File: src/rtl/wp_guard_pkg.sv
package wp_guard_pkg;
  typedef struct packed {
    logic setWel;
    logic clrWel;
    logic loadStat;
    logic setBusy;
    logic clrBusy;
  } guardStrobes_t;

  typedef enum logic [1:0] {
    PROT_NONE    = 2'b00,
    PROT_QUARTER = 2'b01,
    PROT_HALF    = 2'b10,
    PROT_ALL     = 2'b11
  } protCode_e;

  localparam int HPE_BIT  = 7;
  localparam int BP_HI    = 3;
  localparam int BP_LO    = 2;
  localparam int WEL_BIT  = 1;
  localparam int BUSY_BIT = 0;
endpackage

File: src/rtl/wp_range_check.sv
module wp_range_check
  import wp_guard_pkg::*;
#(
  parameter int ADDR_W = 18
) (
  input  logic [ADDR_W-1:0] addr,
  input  logic              isBulk,
  input  logic [1:0]        protCode,
  output logic              hit
);
  localparam logic [ADDR_W-1:0] QTR_BASE  = {2'b11, {(ADDR_W-2){1'b0}}};
  localparam logic [ADDR_W-1:0] HALF_BASE = {1'b1, {(ADDR_W-1){1'b0}}};

  logic inRange;

  always_comb begin
    unique case (protCode_e'(protCode))
      PROT_NONE:    inRange = 1'b0;
      PROT_QUARTER: inRange = (addr >= QTR_BASE);
      PROT_HALF:    inRange = (addr >= HALF_BASE);
      default:      inRange = 1'b1;
    endcase
  end

  assign hit = isBulk ? (protCode != PROT_NONE) : inRange;
endmodule

File: src/rtl/wp_guard_ctrl.sv
module wp_guard_ctrl
  import wp_guard_pkg::*;
#(
  parameter int ADDR_W = 18
) (
  input  logic              wrEnSet,
  input  logic              wrEnClr,
  input  logic              statWrReq,
  input  logic              busySet,
  input  logic              busyClr,
  input  logic              wpPinN,
  input  logic [ADDR_W-1:0] opAddr,
  input  logic              opBulk,
  input  logic              curHpe,
  input  logic [1:0]        curBp,
  input  logic              curWel,
  input  logic              curBusy,
  output guardStrobes_t     strb,
  output logic              statWrGrant,
  output logic              arrGrant
);
  logic idle;
  logic protHit;
  logic pinBlocks;

  wp_range_check #(.ADDR_W(ADDR_W)) i_range (
    .addr     (opAddr),
    .isBulk   (opBulk),
    .protCode (curBp),
    .hit      (protHit)
  );

  assign idle        = !curBusy;
  assign pinBlocks   = !wpPinN && curHpe;
  assign statWrGrant = idle && curWel && !pinBlocks;
  assign arrGrant    = idle && curWel && !protHit;

  always_comb begin
    strb          = '0;
    strb.loadStat = statWrReq && statWrGrant;
    strb.setBusy  = idle && (busySet || strb.loadStat);
    strb.clrBusy  = curBusy && busyClr;
    strb.clrWel   = strb.clrBusy || (idle && wrEnClr);
    strb.setWel   = idle && wrEnSet && !wrEnClr;
  end
endmodule

File: src/rtl/wp_guard_dp.sv
module wp_guard_dp
  import wp_guard_pkg::*;
(
  input  logic          clk,
  input  logic          rstN,
  input  guardStrobes_t strb,
  input  logic [7:0]    statWrData,
  output logic          curHpe,
  output logic [1:0]    curBp,
  output logic          curWel,
  output logic          curBusy,
  output logic [7:0]    statusByte
);
  always_ff @(posedge clk) begin
    if (!rstN) begin
      curHpe <= 1'b0;
      curBp  <= 2'b00;
    end else if (strb.loadStat) begin
      curHpe <= statWrData[HPE_BIT];
      curBp  <= statWrData[BP_HI:BP_LO];
    end
  end

  always_ff @(posedge clk) begin
    if (!rstN)             curWel <= 1'b0;
    else if (strb.clrWel)  curWel <= 1'b0;
    else if (strb.setWel)  curWel <= 1'b1;
  end

  always_ff @(posedge clk) begin
    if (!rstN)             curBusy <= 1'b0;
    else if (strb.clrBusy) curBusy <= 1'b0;
    else if (strb.setBusy) curBusy <= 1'b1;
  end

  always_comb begin
    statusByte           = '0;
    statusByte[HPE_BIT]  = curHpe;
    statusByte[BP_HI:BP_LO] = curBp;
    statusByte[WEL_BIT]  = curWel;
    statusByte[BUSY_BIT] = curBusy;
  end
endmodule

File: src/rtl/wp_status_guard.sv
module wp_status_guard
  import wp_guard_pkg::*;
#(
  parameter int ADDR_W = 18
) (
  input  logic              clk,
  input  logic              rstN,
  input  logic              wrEnSet,
  input  logic              wrEnClr,
  input  logic              statWrReq,
  input  logic [7:0]        statWrData,
  input  logic              busySet,
  input  logic              busyClr,
  input  logic              wpPinN,
  input  logic [ADDR_W-1:0] opAddr,
  input  logic              opBulk,
  output logic [7:0]        statusByte,
  output logic              statWrGrant,
  output logic              arrGrant
);
  guardStrobes_t strb;
  logic          curHpe;
  logic [1:0]    curBp;
  logic          curWel;
  logic          curBusy;

  wp_guard_ctrl #(.ADDR_W(ADDR_W)) i_ctrl (
    .wrEnSet     (wrEnSet),
    .wrEnClr     (wrEnClr),
    .statWrReq   (statWrReq),
    .busySet     (busySet),
    .busyClr     (busyClr),
    .wpPinN      (wpPinN),
    .opAddr      (opAddr),
    .opBulk      (opBulk),
    .curHpe      (curHpe),
    .curBp       (curBp),
    .curWel      (curWel),
    .curBusy     (curBusy),
    .strb        (strb),
    .statWrGrant (statWrGrant),
    .arrGrant    (arrGrant)
  );

  wp_guard_dp i_dp (
    .clk        (clk),
    .rstN       (rstN),
    .strb       (strb),
    .statWrData (statWrData),
    .curHpe     (curHpe),
    .curBp      (curBp),
    .curWel     (curWel),
    .curBusy    (curBusy),
    .statusByte (statusByte)
  );
endmodule

File: config.mk
export PLATFORM = sky130hd
export DESIGN_NAME = wp_status_guard
export DESIGN_NICKNAME = d
export VERILOG_FILES = /design/src/rtl/wp_guard_pkg.sv /design/src/rtl/wp_range_check.sv /design/src/rtl/wp_guard_ctrl.sv /design/src/rtl/wp_guard_dp.sv /design/src/rtl/wp_status_guard.sv
export SDC_FILE = /design/constraint.sdc
export NUM_CORES = 1
export LEC_CHECK = 0
export ABC_CLOCK_PERIOD_IN_PS = 1000
export BUFFER_PORTS_ARGS = -buffer_cell sky130_fd_sc_hd__buf_2
export CAP_MARGIN = 20
export CELL_PAD_IN_SITES_DETAIL_PLACEMENT = 1
export CELL_PAD_IN_SITES_GLOBAL_PLACEMENT = 2
export CORE_MARGIN = 2
export CORE_UTILIZATION = 11
export CTS_BUF_LIST = sky130_fd_sc_hd__clkbuf_8
export DETAILED_ROUTE_END_ITERATION = 6
export PLACE_DENSITY_LB_ADDON = 0.1
export REMOVE_ABC_BUFFERS = 1
export SYNTH_ARGS = -nofsm -noshare
export SYNTH_HDL_FRONTEND = slang
export SYNTH_SLANG_ARGS = --single-unit
export TNS_END_PERCENT = 5
File: constraint.sdc
create_clock -name clk -period 1 [get_ports clk]
set_input_delay 0.15 -clock clk [delete_from_list [all_inputs] [get_ports clk]]
set_output_delay 0.15 -clock clk [all_outputs]
set_load 0.02 [all_outputs]
==> impl_table.tex <==
\begin{tabular}{lr}
\hline
Metric & Value \\
\hline
\multicolumn{2}{l}{\textbf{Worst setup path}} \\
\quad Slowest cell on crit path & sky130\_fd\_sc\_hd\_\_dfxtp\_2 \\
\quad Critical Path RT & 850 ps \\
\quad Sort of element at the start of the critical path & register \\
\quad Ordered list of cells on the worst path & nand2b\_4, buf\_6, a21oi\_2, buf\_4 \\
\quad R2r startpoint & i\_dp.curBusy\$\_SDFFE\_PP0P\_ \\
\quad Maximum net fanout on the critical path & 2 \\
\quad Register-to-register setup slack & -40 ps \\
\quad Reg2reg path depth & 4 \\
\quad Maximum cell stage delay along the critical path & 310 ps \\
\quad Worst r2r dst & i\_dp.curBusy\$\_SDFFE\_PP0P\_ \\
\quad Signal arrival time at the worst endpoint & 1030 ps \\
\quad CP Capture Type & primary output \\
\quad Type of the worst setup path & reg2out \\
\multicolumn{2}{l}{\textbf{Synthesis}} \\
\quad Per-instance average area after synthesis & 8.39 um\^{}2 \\
\quad FF+latch count, synth & 5 \\
\quad Post-synthesis instance area & 310 um\^{}2 \\
\quad Number of instances in the synthesized netlist & 37 \\
\quad Count of yosys warnings during synthesis & 0 \\
\quad Library cells used by synthesis & 15 \\
\quad Sequential element share of the synthesized area & 0.323 \\
\multicolumn{2}{l}{\textbf{Drt}} \\
\quad Vias per cell & 3.47 \\
\quad Average detailed-routed wire length per instance & 9.96 um \\
\quad Remaining design rule violation count & 0 \\
\quad Number of DRC markers in iteration 0 & 10 \\
\quad ANT nets after route & 0 \\
\quad Final wirelength & 936 um \\
\quad Drt pass-1 iters & 2 \\
\quad Via count & 326 \\
\multicolumn{2}{l}{\textbf{Global routing}} \\
\quad Vias in the first global route & 326 \\
\quad Global-route wire length before repair & 1.43 mm \\
\quad Overall overflow remaining after global route & 0 \\
\quad Global Route Usage Sum & 0.0595 \\
\quad Pin count of the biggest net entering global routing & 9 \\
\quad Number of antenna violations at the first check in global routing & 0 \\
\multicolumn{2}{l}{\textbf{Power}} \\
\quad Leakage power & 0.266 nW \\
\quad Total power after layout & 0.000749 W \\
\quad Power density normalized to cell area & 1350 nW/um\^{}2 \\
\quad Worst vdd rail ir drop & 0.339 mV \\
\multicolumn{2}{l}{\textbf{Placement}} \\
\quad Placed wire-length estimate after detailed placement & 719 um \\
\quad GP Congestion & 0.611 \\
\quad Number of I/O port buffers & 20 \\
\quad Post-detailed-placement cell area & 449 um\^{}2 \\
\multicolumn{2}{l}{\textbf{Status}} \\
\quad Outcome & finished, violations left \\
\quad Violated checks & setup timing \\
\multicolumn{2}{l}{\textbf{STA}} \\
\quad Final Hold Vio Count & 0 \\
\quad Pins Over Slew Limit & 0 \\
\quad Setup slack of the critical path after layout & -183 ps \\
\quad Setup total negative slack & -544 ps \\
\quad Layout Skew & 2.28 ps \\
\quad \# setup viols final & 8 \\
\quad Period minus WS final & 1180 ps \\
\quad Hold Slack & 170 ps \\
\quad Highest clock frequency the design can meet & 0.845 GHz \\
\quad Unrepaired setup endpoints after global routing & true \\
\quad Final Cycle Share & 1.18 \\
\multicolumn{2}{l}{\textbf{Die}} \\
\quad Die boundary width & 57.1 um \\
\quad Site row count & 19 \\
\quad Height of the die & 57.1 um \\
\quad Initial Util & 0.114 \\
\quad Total core area & 2710 um\^{}2 \\
\quad Die Outline Area & 3260 um\^{}2 \\
\quad Total I/O pin count & 45 \\
\multicolumn{2}{l}{\textbf{Clocking}} \\
\quad Clock slew seen by the registers of the worst setup and hold paths & 40 ps \\
\quad CTS Hold Buffers Added & 0 \\
\quad Maximum level of the CTS H-tree & 1 \\
\quad Number of CTS-inserted buffers & 3 \\
\quad Clock tree from TritonCTS & done \\
\quad Clock network latency to the later pin of the worst-skew pair & 220 ps \\
\quad Root Buffer Master & sky130\_fd\_sc\_hd\_\_clkbuf\_8 \\
\quad CTS max path bufs & 2 \\
\quad Clock sink count & 5 \\
\multicolumn{2}{l}{\textbf{Worst hold path}} \\
\quad Hold path depth & 3 \\
\quad Hold path startpoint & statWrData[3] \\
\quad Hold worst-path end & i\_dp.curBp[1]\$\_SDFFE\_PN0P\_ \\
\quad Worst hold-check path type & in2reg \\
\multicolumn{2}{l}{\textbf{Finish}} \\
\quad Fillers & 343 \\
\quad Inserted Diodes & 0 \\
\quad Area grow syn2layout & 79.0\% \\
\quad Share of post-route cells with drive strength above 1 & 0.667 \\
\quad Final Cell Area & 556 um\^{}2 \\
\quad FF/Latch Area & 105 um\^{}2 \\
\quad Post-layout net count & 99 \\
\quad Multi-input gate area in the final layout & 185 um\^{}2 \\
\multicolumn{2}{l}{\textbf{Flow run}} \\
\quad Maxcap violations & 0 \\
\hline
\end{tabular}
[layout make-up]
type	count	area share
multi-input cells	24	0.333
repair buffers	26	0.300
flip-flops and latches	5	0.189
clock buffers	3	0.0743
well taps	31	0.0698
inverters	4	0.0270
clock inverters	1	0.00676
[registers in the layout (all words and copies together) (netlist names)]
register and cells:
i_dp.curHpe 1, i_dp.curBusy 1, i_dp.curWel 1, i_dp.curBp 2
[power by group]
part	total, W	internal (W)	switching (W)
Clock	0.000363	0.000263	0.0000995
Sequential	0.000219	0.000212	0.00000746
Combinational	0.000167	0.0000840	0.0000831
Total	0.000749	0.000559	0.000190
[cells by family (layout without fill, tap and decap cells)]
group                  Yosys count  in the layout  share of synthesized area
other                            1              3                     0.0121
AND/OR/NAND/NOR                 11             11                      0.173
buffers and inverters           10             34                      0.194
flip-flops                       5              5                      0.323
multiplexers                     3              3                     0.0968
AO/OA/AOI/OAI                    7              7                      0.202
[cell usage after synthesis, drive strengths merged]
cell type | instances | area (um^2)
a211oi | 2 | 27.5
a21oi | 2 | 10.0
a22o | 1 | 8.76
and3 | 1 | 6.26
buf | 6 | 45.0
conb | 1 | 3.75
dfxtp | 5 | 100
inv | 4 | 15.0
mux2i | 3 | 30.0
nand2 | 8 | 30.0
nand2b | 1 | 13.8
nor2 | 1 | 3.75
o21ai | 1 | 5.00
o311a | 1 | 11.3
[routing by layer]
metal / global-route usage / routed length [um]
met1: 0.0765 / 399
met2: 0.0805 / 430
met3: 0.0317 / 106
met4: 0.0299 / 0
met5: 0 / 0
[worst max-delay path by stage]
stage                                    from  depth (start not counted)                   endpoint  slack, ps
floorplan           i_dp.curBusy$_SDFFE_PP0P_                          3  i_dp.curBusy$_SDFFE_PP0P_       -180
global placement    i_dp.curBusy$_SDFFE_PP0P_                          4  i_dp.curBusy$_SDFFE_PP0P_        -90
detailed placement  i_dp.curBusy$_SDFFE_PP0P_                          4  i_dp.curBusy$_SDFFE_PP0P_       -100
CTS                 i_dp.curBusy$_SDFFE_PP0P_                          4                statWrGrant       -200
global route        i_dp.curBusy$_SDFFE_PP0P_                          4                   arrGrant       -220
finish              i_dp.curBusy$_SDFFE_PP0P_                          4                statWrGrant       -180
[stage by stage]
stage           util  worst slack (ps)  instances
3_3_place_gp   0.166             -92.1         89
3_5_place_dp   0.166             -95.5         89
4_1_cts        0.194              -198         94
6_report       0.205              -183         94
2_1_floorplan      -              -178         33
5_1_grt        0.205              -222         94
[worst max-delay path: cells and delay by family (launching register included)]
kind	cells	cell delay [ps]
compound gates	1	90
buf+inv	2	270
flops	1	310
simple gates	1	150
[layout by cell type (no fill, tap or decap), types with 2 or more instances in the layout]
master                     instances
sky130_fd_sc_hd__inv_1             4
sky130_fd_sc_hd__a21oi_2           2
sky130_fd_sc_hd__conb_1            3
sky130_fd_sc_hd__buf_2            16
sky130_fd_sc_hd__dfxtp_2           4
sky130_fd_sc_hd__clkbuf_8          3
sky130_fd_sc_hd__mux2i_1           3
sky130_fd_sc_hd__buf_6             3
sky130_fd_sc_hd__nand2_1           7
sky130_fd_sc_hd__buf_4             7
[timing repair]
item / 4_1_cts / 5_1_grt
pin swaps: 1 / 2
gates cloned: 0 / 0
endpoints found under the setup margin: 8 / 10
gates resized for setup: 10 / 9
setup buffers: 1 / 0
Note: power is estimated with default switching activity, not from simulation.
